==> config.mk <==
export PLATFORM = sky130hd
export DESIGN_NAME = bkp_switchover_ctrl
export DESIGN_NICKNAME = d
export VERILOG_FILES = /design/src/rtl/bkp_pkg.sv /design/src/rtl/bkp_flag_sync.sv /design/src/rtl/bkp_rail_fsm.sv /design/src/rtl/bkp_pfail_out.sv /design/src/rtl/bkp_switchover_ctrl.sv
export SDC_FILE = /design/constraint.sdc
export NUM_CORES = 1
export LEC_CHECK = 0
export ABC_CLOCK_PERIOD_IN_PS = 800
export BUFFER_PORTS_ARGS = -buffer_cell sky130_fd_sc_hd__buf_4
export CAP_MARGIN = 10
export CORE_AREA = 2 2 39 41
export DETAILED_ROUTE_END_ITERATION = 8
export DIE_AREA = 0 0 41 43
export HOLD_SLACK_MARGIN = 0.06
export PLACE_DENSITY = 0.49
export SYNTH_ARGS = -nofsm -noshare
export SYNTH_HDL_FRONTEND = slang
export SYNTH_HIERARCHICAL = 1
export SYNTH_SLANG_ARGS = --single-unit
==> constraint.sdc <==
create_clock -name clk -period 0.8 [get_ports clk]
set_input_delay 0.04 -clock clk [delete_from_list [all_inputs] [get_ports clk]]
set_output_delay 0.04 -clock clk [all_outputs]
set_load 0.02 [all_outputs]
==> src/rtl/bkp_pkg.sv <==
package bkp_pkg;

  typedef enum logic {
    RAIL_MAIN = 1'b0,
    RAIL_BATT = 1'b1
  } rail_e;

  // Entry into backup needs a weak main supply and a stronger battery.
  function automatic logic want_backup(input logic below_sw, input logic batt_hi);
    return below_sw & batt_hi;
  endfunction

  // Exit from backup depends solely on recovery above the reset threshold.
  function automatic logic want_main(input logic above_rst);
    return above_rst;
  endfunction

  // Active-low warning: low on a weak sense input or a collapsed supply.
  function automatic logic warn_level_n(input logic below_sw, input logic pfi_low);
    return ~(below_sw | pfi_low);
  endfunction

endpackage

==> src/rtl/bkp_flag_sync.sv <==
module bkp_flag_sync #(
  parameter int WIDTH  = 4,
  parameter int STAGES = 2
) (
  input  logic             clk,
  input  logic             rst_n,
  input  logic [WIDTH-1:0] async_i,
  output logic [WIDTH-1:0] sync_o
);

  localparam int LAST = STAGES - 1;

  logic [WIDTH-1:0] stage_q [STAGES];

  always_ff @(posedge clk or negedge rst_n) begin
    if (!rst_n) stage_q[0] <= '0;
    else        stage_q[0] <= async_i;
  end

  generate
    for (genvar s = 1; s < STAGES; s++) begin : g_stage
      always_ff @(posedge clk or negedge rst_n) begin
        if (!rst_n) stage_q[s] <= '0;
        else        stage_q[s] <= stage_q[s-1];
      end
    end
  endgenerate

  assign sync_o = stage_q[LAST];

  initial begin
    a_r9_min_depth: assert (STAGES >= 2)
      else $error("synchroniser needs at least two stages");
  end

endmodule

==> src/rtl/bkp_rail_fsm.sv <==
module bkp_rail_fsm
  import bkp_pkg::*;
(
  input  logic clk,
  input  logic rst_n,
  input  logic below_sw,
  input  logic batt_hi,
  input  logic above_rst,
  output logic batt_sel
);

  rail_e mode_q, mode_d;

  logic go_batt;
  logic go_main;

  assign go_batt = want_backup(below_sw, batt_hi);
  assign go_main = want_main(above_rst);

  always_comb begin
    mode_d = mode_q;
    case (mode_q)
      RAIL_MAIN: if (go_batt) mode_d = RAIL_BATT;
      RAIL_BATT: if (go_main) mode_d = RAIL_MAIN;
      default:   mode_d = RAIL_MAIN;
    endcase
  end

  always_ff @(posedge clk or negedge rst_n) begin
    if (!rst_n) mode_q <= RAIL_MAIN;
    else        mode_q <= mode_d;
  end

  assign batt_sel = (mode_q == RAIL_BATT);

  // both entry flags in main mode lead to battery mode on the next edge
  a_r2_enter_both: assert property (@(posedge clk) disable iff (!rst_n)
    (!batt_sel && below_sw && batt_hi) |=> batt_sel);

  // without both entry flags the main mode is kept
  a_r3_no_lone_entry: assert property (@(posedge clk) disable iff (!rst_n)
    (!batt_sel && !(below_sw && batt_hi)) |=> !batt_sel);

  // recovery above the reset threshold always leaves battery mode
  a_r5_exit_on_rst: assert property (@(posedge clk) disable iff (!rst_n)
    (batt_sel && above_rst) |=> !batt_sel);

  // battery mode persists until the supply recovers
  a_r6_hold_batt: assert property (@(posedge clk) disable iff (!rst_n)
    (batt_sel && !above_rst) |=> batt_sel);

endmodule

==> src/rtl/bkp_pfail_out.sv <==
module bkp_pfail_out
  import bkp_pkg::*;
(
  input  logic clk,
  input  logic rst_n,
  input  logic below_sw,
  input  logic pfi_low,
  output logic pfail_n
);

  logic level_n;

  assign level_n = warn_level_n(below_sw, pfi_low);

  always_ff @(posedge clk or negedge rst_n) begin
    if (!rst_n) pfail_n <= 1'b0;
    else        pfail_n <= level_n;
  end

  // a collapsed main supply forces the warning active
  a_r8_forced_low: assert property (@(posedge clk) disable iff (!rst_n)
    below_sw |=> !pfail_n);

  // sense input low drives the warning active
  a_r7_sense_low: assert property (@(posedge clk) disable iff (!rst_n)
    pfi_low |=> !pfail_n);

  // healthy supply and sense input release the warning
  a_r7_release: assert property (@(posedge clk) disable iff (!rst_n)
    (!below_sw && !pfi_low) |=> pfail_n);

endmodule

==> src/rtl/bkp_switchover_ctrl.sv <==
module bkp_switchover_ctrl #(
  parameter int SYNC_STAGES = 2
) (
  input  logic clk,
  input  logic rst_n,
  input  logic vcc_below_sw_i,
  input  logic batt_above_vcc_i,
  input  logic vcc_above_rst_i,
  input  logic pfi_below_ref_i,
  output logic batt_sel_o,
  output logic pfail_n_o
);

  localparam int NFLAGS = 4;
  localparam int F_BSW  = 0;
  localparam int F_BHI  = 1;
  localparam int F_RST  = 2;
  localparam int F_PFI  = 3;

  logic [NFLAGS-1:0] raw_flags;
  logic [NFLAGS-1:0] sync_flags;

  assign raw_flags[F_BSW] = vcc_below_sw_i;
  assign raw_flags[F_BHI] = batt_above_vcc_i;
  assign raw_flags[F_RST] = vcc_above_rst_i;
  assign raw_flags[F_PFI] = pfi_below_ref_i;

  bkp_flag_sync #(
    .WIDTH  (NFLAGS),
    .STAGES (SYNC_STAGES)
  ) u_sync (
    .clk     (clk),
    .rst_n   (rst_n),
    .async_i (raw_flags),
    .sync_o  (sync_flags)
  );

  bkp_rail_fsm u_rail (
    .clk       (clk),
    .rst_n     (rst_n),
    .below_sw  (sync_flags[F_BSW]),
    .batt_hi   (sync_flags[F_BHI]),
    .above_rst (sync_flags[F_RST]),
    .batt_sel  (batt_sel_o)
  );

  bkp_pfail_out u_pfail (
    .clk      (clk),
    .rst_n    (rst_n),
    .below_sw (sync_flags[F_BSW]),
    .pfi_low  (sync_flags[F_PFI]),
    .pfail_n  (pfail_n_o)
  );

  // reset holds both outputs in their safe state
  a_r1_reset_state: assert property (@(posedge clk)
    !rst_n |-> (!batt_sel_o && !pfail_n_o));

  // battery selection never starts without a weak supply seen through the synchroniser
  a_r10_no_entry_healthy: assert property (@(posedge clk) disable iff (!rst_n)
    (!batt_sel_o && !sync_flags[F_BSW]) |=> !batt_sel_o);

endmodule

# Word-level counts from Yosys, hierarchy flattened
# Index checks and enable logic that the tools add are counted.
[totals]
reg_bits = 10
latch_bits = 0
ram_bits = 0
rom_bits = 0
in_bits = 6
out_inout_bits = 2
wordCells = 11
n_memories = 0
[op_classes]
n_addsub = 0
mul = 0
div_mod_pow = 0
n_lt_le_gt_ge = 0
n_eq_ne = 0
shift = 0
muxes = 3
bitwise = 4
reduce_logical = 0
[ops]
columns = ["cell", "count"]
rows = [
  ["1-bit 2-to-1 mux", 2],
  ["1-bit NOT", 2],
  ["1-bit one-hot mux with 2 select lines", 1],
  ["1-bit bitwise AND", 1],
  ["1-bit bitwise OR", 1],
]

# Depth between registers and ports, before layout
# Gate-level depths: netlist of the first run.
[logic_depth]
depth_word = 3
mapped_depth = 3
ltp_nobuf = 2

# Hierarchy
# The synthesis of the first run kept the hierarchy.
[modules_own_cells]
columns = ["module", "instances", "cells_each", "area_per_inst_um2", "seq_area_each_um2"]
rows = [
  ["bkp_flag_sync", 1, 12, 230.2, 200.2],
  ["bkp_rail_fsm", 1, 3, 38.8, 25.0],
  ["bkp_pfail_out", 1, 2, 28.8, 25.0],
]

# Worst setup path after synthesis of the first run
# OpenSTA, ideal clock, no wires.
[synth_timing]
kind = "register to register"
startpoint = "reg u_rail.mode_q (netlist: u_rail/batt_sel)"
endpoint = "reg u_rail.mode_q (netlist: u_rail/batt_sel)"
setup_ps = 79
arrival_ps = 632
t_required_ps = 721
path_slack_ps = 89
stages_incl_launch_ff = 2
path_buffers = 0
synth_period_minus_slack_ps = 711
cell_sequence = "dfrtp_1 -> mux2i_1"
[synth_between]
elab_chain_len = 2
[synth_lines]
columns = ["item", "line", "text"]
rows = [
  ["from (decl)", "bkp_rail_fsm.sv:12", "rail_e mode_q, mode_d;"],
  ["from (signal assigned)", "bkp_rail_fsm.sv:31", "else mode_q <= mode_d;"],
  ["1-bit NOT", "n/a", ""],
  ["1-bit one-hot mux with 2 select lines *", "bkp_rail_fsm.sv:22", "case (mode_q)"],
  ["via u_rail.mode_d", "bkp_rail_fsm.sv:12", ""],
]
# The timed path passes the listed nets; every way through them passes the cells marked *.

# Final worst setup path of the first run
[layout_timing]
startpoint = "reg u_rail.mode_q (netlist: u_rail/batt_sel)"
endpoint = "out batt_sel_o"
[layout_lines]
columns = ["item", "line", "text"]
rows = [
  ["to (decl)", "bkp_switchover_ctrl.sv:10", "output logic batt_sel_o,"],
]
# No word-level cell between the ends.

==> impl_metrics.csv, run 1 <==
group,metric,value,unit
run_status,outcome,"finished with violations",
run_status,violations,"negative setup slack",
yosys,syn_area_per_cell,17.5,um2
yosys,synthesis.nets,23,
drt,ant_nets,0,
clocking,root_buffer,"clkbuf_4",
sta,clock_skew,0.415,ps
yosys,synthTopCellsByArea,"dfrtp_1, buf_4, mux2i_1",
worst_setup_path,r2r_end,"u_rail/batt_sel",
clocking,cts_tree,"done",
worst_setup_path,timing.critical_path.to_type,"primary output",
floorplan,die_area,0.00176,mm2
yosys,synth_xor_xnor_area_share,0,%
final_layout,layout-drive-gt1-share,40.0,%
floorplan,ios,8,
drt,drtPass1Iterations,2,
yosys,syn_area,298,um2
pwr,power_density,2400,mW/mm2
sta,slew_violations,0,
sta,holdWs,147,ps
global_routing,grt_start_max_net_pins,11,
worst_setup_path,r2r_start,"u_rail/batt_sel",
final_layout,mostFrequentLayoutCells,"dfrtp_1, buf_4, dlygate4sd3_1",
hold_path,hp-class,"in2async",
final_layout,synthToLayoutAreaGrowth,48.3,%
final_layout,final_common_cell,"dfrtp_1",
sta,setup_viol,1,
worst_setup_path,rr_worst_depth,2,
worst_setup_path,worstPathArrival,770,ps
yosys,postSynthCellCount,17,
yosys,ys_seq_area_share,84.0,%
pwr,leakagePower,0.211,nW
placement,gp_congestion,0.521,
yosys,synth_compound_area_share,0,%
yosys,synth-seq-cells,10,
clocking,clkSlewWorstSetupHoldPaths,60,ps
worst_setup_path,crit_buf_inv,1,
sta,tightest_slew,113,ps
yosys,synth_top_cell_by_area,"dfrtp_1",
clocking,clock_latency,250,ps
clocking,cts_buffers,3,
global_routing,grt_busiest_layer,"met4",
global_routing,grt_use_total,6.02,%
worst_setup_path,worst-path-max-fanout,2,
clocking,htree_levels,1,
drt,remaining_drc_errors,0,
global_routing,antenna_found_initial,0,
floorplan,start_util,21.5,%
drt,vias,156,
drt,viasPerCell,3.39,
yosys,ys_warn_count,6,
drt,drt_iter0_markers,1,
global_routing,grt_pass1_wl,579,um
yosys,synth_top_family_by_area,"buffers and inverters",
yosys,synthAdderAreaFrac,0,%
sta,min_period_over_period,102,%
pwr,irDropWorstVdd,0.000679,V
final_layout,finalNonFillerCells,46,
floorplan,core,0.00138,mm2
yosys,synth.distinct_cells,5,
global_routing,use_met1,4.41,%
worst_setup_path,critical-path-slowest-cell,"dfrtp_1",
worst_setup_path,rrSetupSlack,60,ps
placement,post-dp-hpwl,224,um
worst_setup_path,critPathMaxStageDelay,390,ps
global_routing,grtUsageMet3,4.71,%
drt,post_drt_wl_per_cell,7.70,um
placement,dp_cells,36,
final_layout,diodes,0,
placement,numPortBuffers,7,
global_routing,overflow,0,
worst_setup_path,critPathTopFamily,"flip-flops",
yosys,muxShareOfSynthArea,3.36,%
final_layout,nets,37,
sta,fmax,1230,MHz
floorplan,die_w,41,um
clocking,clock_path_buffers,2,
floorplan,fp-row-count,14,
worst_setup_path,crit_type,"reg2out",
clocking,cts_sinks,10,
pwr,total_power,0.00106,W
sta,setup_ws,-14.5,ps
drt,wirelength,354,um
worst_setup_path,required,760,ps
worst_setup_path,start_kind,"flip-flop",
yosys,yosys.area_share.simple,2.52,%
floorplan,die_h,43,um
sta,relSlewSlack,92.3,%
sta,rsz0062_at_grt,"yes",
global_routing,grt_pass1_vias,176,
worst_setup_path,cp_cell_sequence,"buf_6",
global_routing,grt_use_met2,7.81,%
yosys,synth_top_area_share,84.0,%
flow_run,drv_cap,0,
sta,fin_crit,814,ps
sta,finalHoldViolations,0,
==> sequential cells by signal (all words and copies together) (netlist names) <==
signal and cells:
u_rail/batt_sel 1, u_sync/stage_q 4, u_sync/sync_o 4, u_pfail/pfail_n 1
==> worst register-to-register path: cells and delay by family (launching register included) <==
family,cells,cell delay (ps)
mux,1,100
buf+inv,1,140
flops,1,390
==> how the worst max path moves through the flow <==
stage | start | to | slack (ps) | cells past startpoint
6_report | u_rail/batt_sel | batt_sel_o | -10 | 1
5_1_grt | u_rail/batt_sel | batt_sel_o | -60 | 1
4_1_cts | u_rail/batt_sel | batt_sel_o | -40 | 1
3_5_place_dp | u_rail/batt_sel | u_rail/batt_sel | 180 | 1
3_3_place_gp | u_rail/batt_sel | u_rail/batt_sel | 200 | 1
2_1_floorplan | u_rail/batt_sel | u_rail/batt_sel | 90 | 1
==> kinds of logic (layout without fill, tap and decap cells) <==
kind of cell           Yosys count  after routing
DFF                             10             10
buffers and inverters            4             17
and+or+nand+nor                  2              2
muxes                            1              1
==> metrics by stage <==
| step | setup TNS, ps | area [um2] | util [%] | setup WS (ps) |
|---|---|---|---|---|
| 2_1_floorplan | 0 | 298 | - | 88.9 |
| 6_report | -14.5 | 442 | 31.9 | -14.5 |
| 3_5_place_dp | 0 | 340 | 24.6 | 182 |
| 3_3_place_gp | 0 | 340 | 24.6 | 197 |
| 5_1_grt | -89.8 | 442 | 31.9 | -62.7 |
| 4_1_cts | -48.4 | 442 | 31.9 | -36.1 |
==> cells in the mapped netlist <==
cell type  number
mux2i_1         1
nor2_1          1
nand2_1         1
dfrtp_1        10
buf_4           4
==> what timing repair did <==
action / in CTS / in global routing
setup buffers: 1 / 0
gates resized for setup: 2 / 0
cloned: 0 / 0
hold buffers: 5 / 0
endpoints found under the hold margin: 14 / 0
pin swaps: 0 / 0
endpoints found under the setup margin: 2 / 2
==> cell type report <==
cell class              count  area [um2]
fillers                   137         942
flip-flops and latches     10         250
repair buffers             13         118
multi-input cells           3        17.5
clock buffers               4        36.3
well taps                  16        20.0
==> power breakdown <==
| part | internal (W) | leakage, nW | switching [W] | total [W] |
|---|---|---|---|---|
| clock network | 0.000276 | 0.0210 | 0.000155 | 0.000431 |
| registers | 0.000534 | 0.119 | 0.00000996 | 0.000544 |
| logic | 0.0000559 | 0.0710 | 0.0000313 | 0.0000872 |
| total | 0.000865 | 0.211 | 0.000196 | 0.00106 |
==> per-layer routing <==
metal | up-vias | wire length, um
met1 | 75 | 132
met4 | 0 | 0
li1 | 73 | -
met2 | 8 | 186
met5 | - | 0
met3 | 0 | 35
(Power assumes the default switching activity.)
==> run 2, diff against run 1 <==
Settings changed: RECOVER_POWER from default to 100.
==> run 2 against run 1 <==
The flow still finishes with violations (negative setup slack). Final cell count is the same. Fmax is essentially flat. Register-to-register slack is essentially flat. Hold slack gained 120 ps. Sequential cell count is the same. Sequential share of layout area grew 0.49 points. Clock power is essentially flat. Largest cell class unchanged. Clock skew grew 0.58 ps. Utilization shrank 0.27 points. First-iteration DRC count is the same.
==> impl_metrics.csv, run 2 (synthesis gave the netlist of run 1 again) <==
group,metric,value,unit
global_routing,grt_pass1_wl,579,um
sta,setup_ws,-14.4,ps
pwr,power_density,2410,mW/mm2
clocking,cts_sinks,10,
drt,post_drt_wl_per_cell,7.48,um
placement,post-dp-hpwl,224,um
floorplan,fp-row-count,14,
worst_setup_path,critPathTopFamily,"flip-flops",
placement,numPortBuffers,7,
drt,remaining_drc_errors,0,
worst_setup_path,crit_type,"reg2out",
drt,viasPerCell,3.37,
worst_setup_path,cp_cell_sequence,"buf_6",
worst_setup_path,crit_buf_inv,1,
drt,drtPass1Iterations,2,
drt,wl_met2,187,um
drt,wl_met3,35,um
flow_run,drv_cap,0,
sta,fin_crit,814,ps
final_layout,synthToLayoutAreaGrowth,47.1,%
global_routing,grt_start_max_net_pins,11,
drt,top_layer,"met3",
placement,gp_congestion,0.521,
floorplan,core,0.00138,mm2
sta,slew_violations,0,
clocking,cts_tree,"done",
worst_setup_path,worst-path-max-fanout,2,
sta,rsz0062_at_grt,"yes",
clocking,cts_buffers,3,
global_routing,grt_use_total,6.02,%
worst_setup_path,critPathMaxStageDelay,390,ps
run_status,outcome,"finished with violations",
drt,wirelength,344,um
worst_setup_path,critical-path-slowest-cell,"dfrtp_1",
global_routing,overflow,0,
hold_path,hp-class,"in2async",
clocking,clock_path_buffers,2,
pwr,irDropWorstVdd,0.000674,V
floorplan,die_h,43,um
drt,wl_met1,121,um
worst_setup_path,start_kind,"flip-flop",
sta,min_period_over_period,102,%
drt,vias,155,
sta,holdWs,266,ps
sta,fmax,1230,MHz
worst_setup_path,required,760,ps
sta,tightest_slew,497,ps
floorplan,start_util,21.5,%
final_layout,mostFrequentLayoutCells,"dfrtp_1, clkbuf_4, dlygate4sd3_1",
final_layout,diodes,0,
drt,drt_iter0_markers,1,
floorplan,die_area,0.00176,mm2
sta,setup_viol,1,
clocking,htree_levels,1,
worst_setup_path,timing.critical_path.to_type,"primary output",
floorplan,die_w,41,um
sta,relSlewSlack,66.9,%
clocking,clkSlewWorstSetupHoldPaths,60,ps
final_layout,final_common_cell,"dfrtp_1",
final_layout,fillers,137,
run_status,violations,"negative setup slack",
global_routing,antenna_found_initial,0,
worst_setup_path,worstPathArrival,770,ps
floorplan,ios,8,
final_layout,nets,37,
worst_setup_path,rrSetupSlack,60,ps
global_routing,grt_pass1_vias,176,
drt,ant_nets,0,
clocking,clock_latency,250,ps
pwr,leakagePower,0.206,nW
sta,clock_skew,0.992,ps
clocking,root_buffer,"clkbuf_4",
final_layout,layout-drive-gt1-share,36.7,%
sta,finalHoldViolations,0,
placement,place_ws,182,ps
[run 2: cell types whose count changed in the layout (fill, tap and decap cells not counted), sizes merged]
cell / previous run / this run
buf: 8 / 3
clkbuf: 4 / 9
[run 2: power by group]
group          switching (W)  internal, W
clock               0.000154     0.000275
sequential        0.00000994     0.000534
combinational      0.0000308    0.0000526
total               0.000195     0.000862
[run 2: worst paths after layout]
path,startpoint,end,cells after the start
max in group asynchronous,rst_n,u_sync/sync_o[0],2
setup reg to reg,u_rail/batt_sel,u_rail/batt_sel,2
hold / removal,rst_n,u_sync/sync_o[2],2
hold reg to reg,u_sync/stage_q[7],u_sync/sync_o[3],0
min in group clk,u_sync/stage_q[7],u_sync/sync_o[3],0
setup / recovery,u_rail/batt_sel,batt_sel_o,1
[run 2: cell type report]
type                       count  area (um2)  area share, %
sequential                    10         250           57.1
timing repair buffer          13         114           26.0
clock buffer                   4        36.3           8.29
tap                           16        20.0           4.57
multi-input combinational      3        17.5           4.00
[run 2: what timing repair did]
item,CTS,global route
hold buffers,5,0
hold endpoints to repair,14,0
setup endpoints to repair,2,2
buffers inserted,1,0
gates resized for setup,2,0
[run 2: metrics by stage]
stage	utilization [%]	setup TNS (ps)	std cells	instance area, um2	total power (W)
final	31.6	-14.4	46	438	0.00106
after global placement	24.6	0	36	340	0.000606
after global routing	31.6	-89.8	46	438	0.00113
after detailed placement	24.6	0	36	340	0.000610
after floorplan	-	0	17	298	0.000581
after CTS	31.9	-48.4	46	442	0.00109
[run 2: routing by layer]
metal / vias to the layer above / GRT usage, %
met3: 0 / 4.71
met1: 74 / 4.41
met5: - / 0
li1: 73 / -
met2: 8 / 7.81
met4: 0 / 8.00
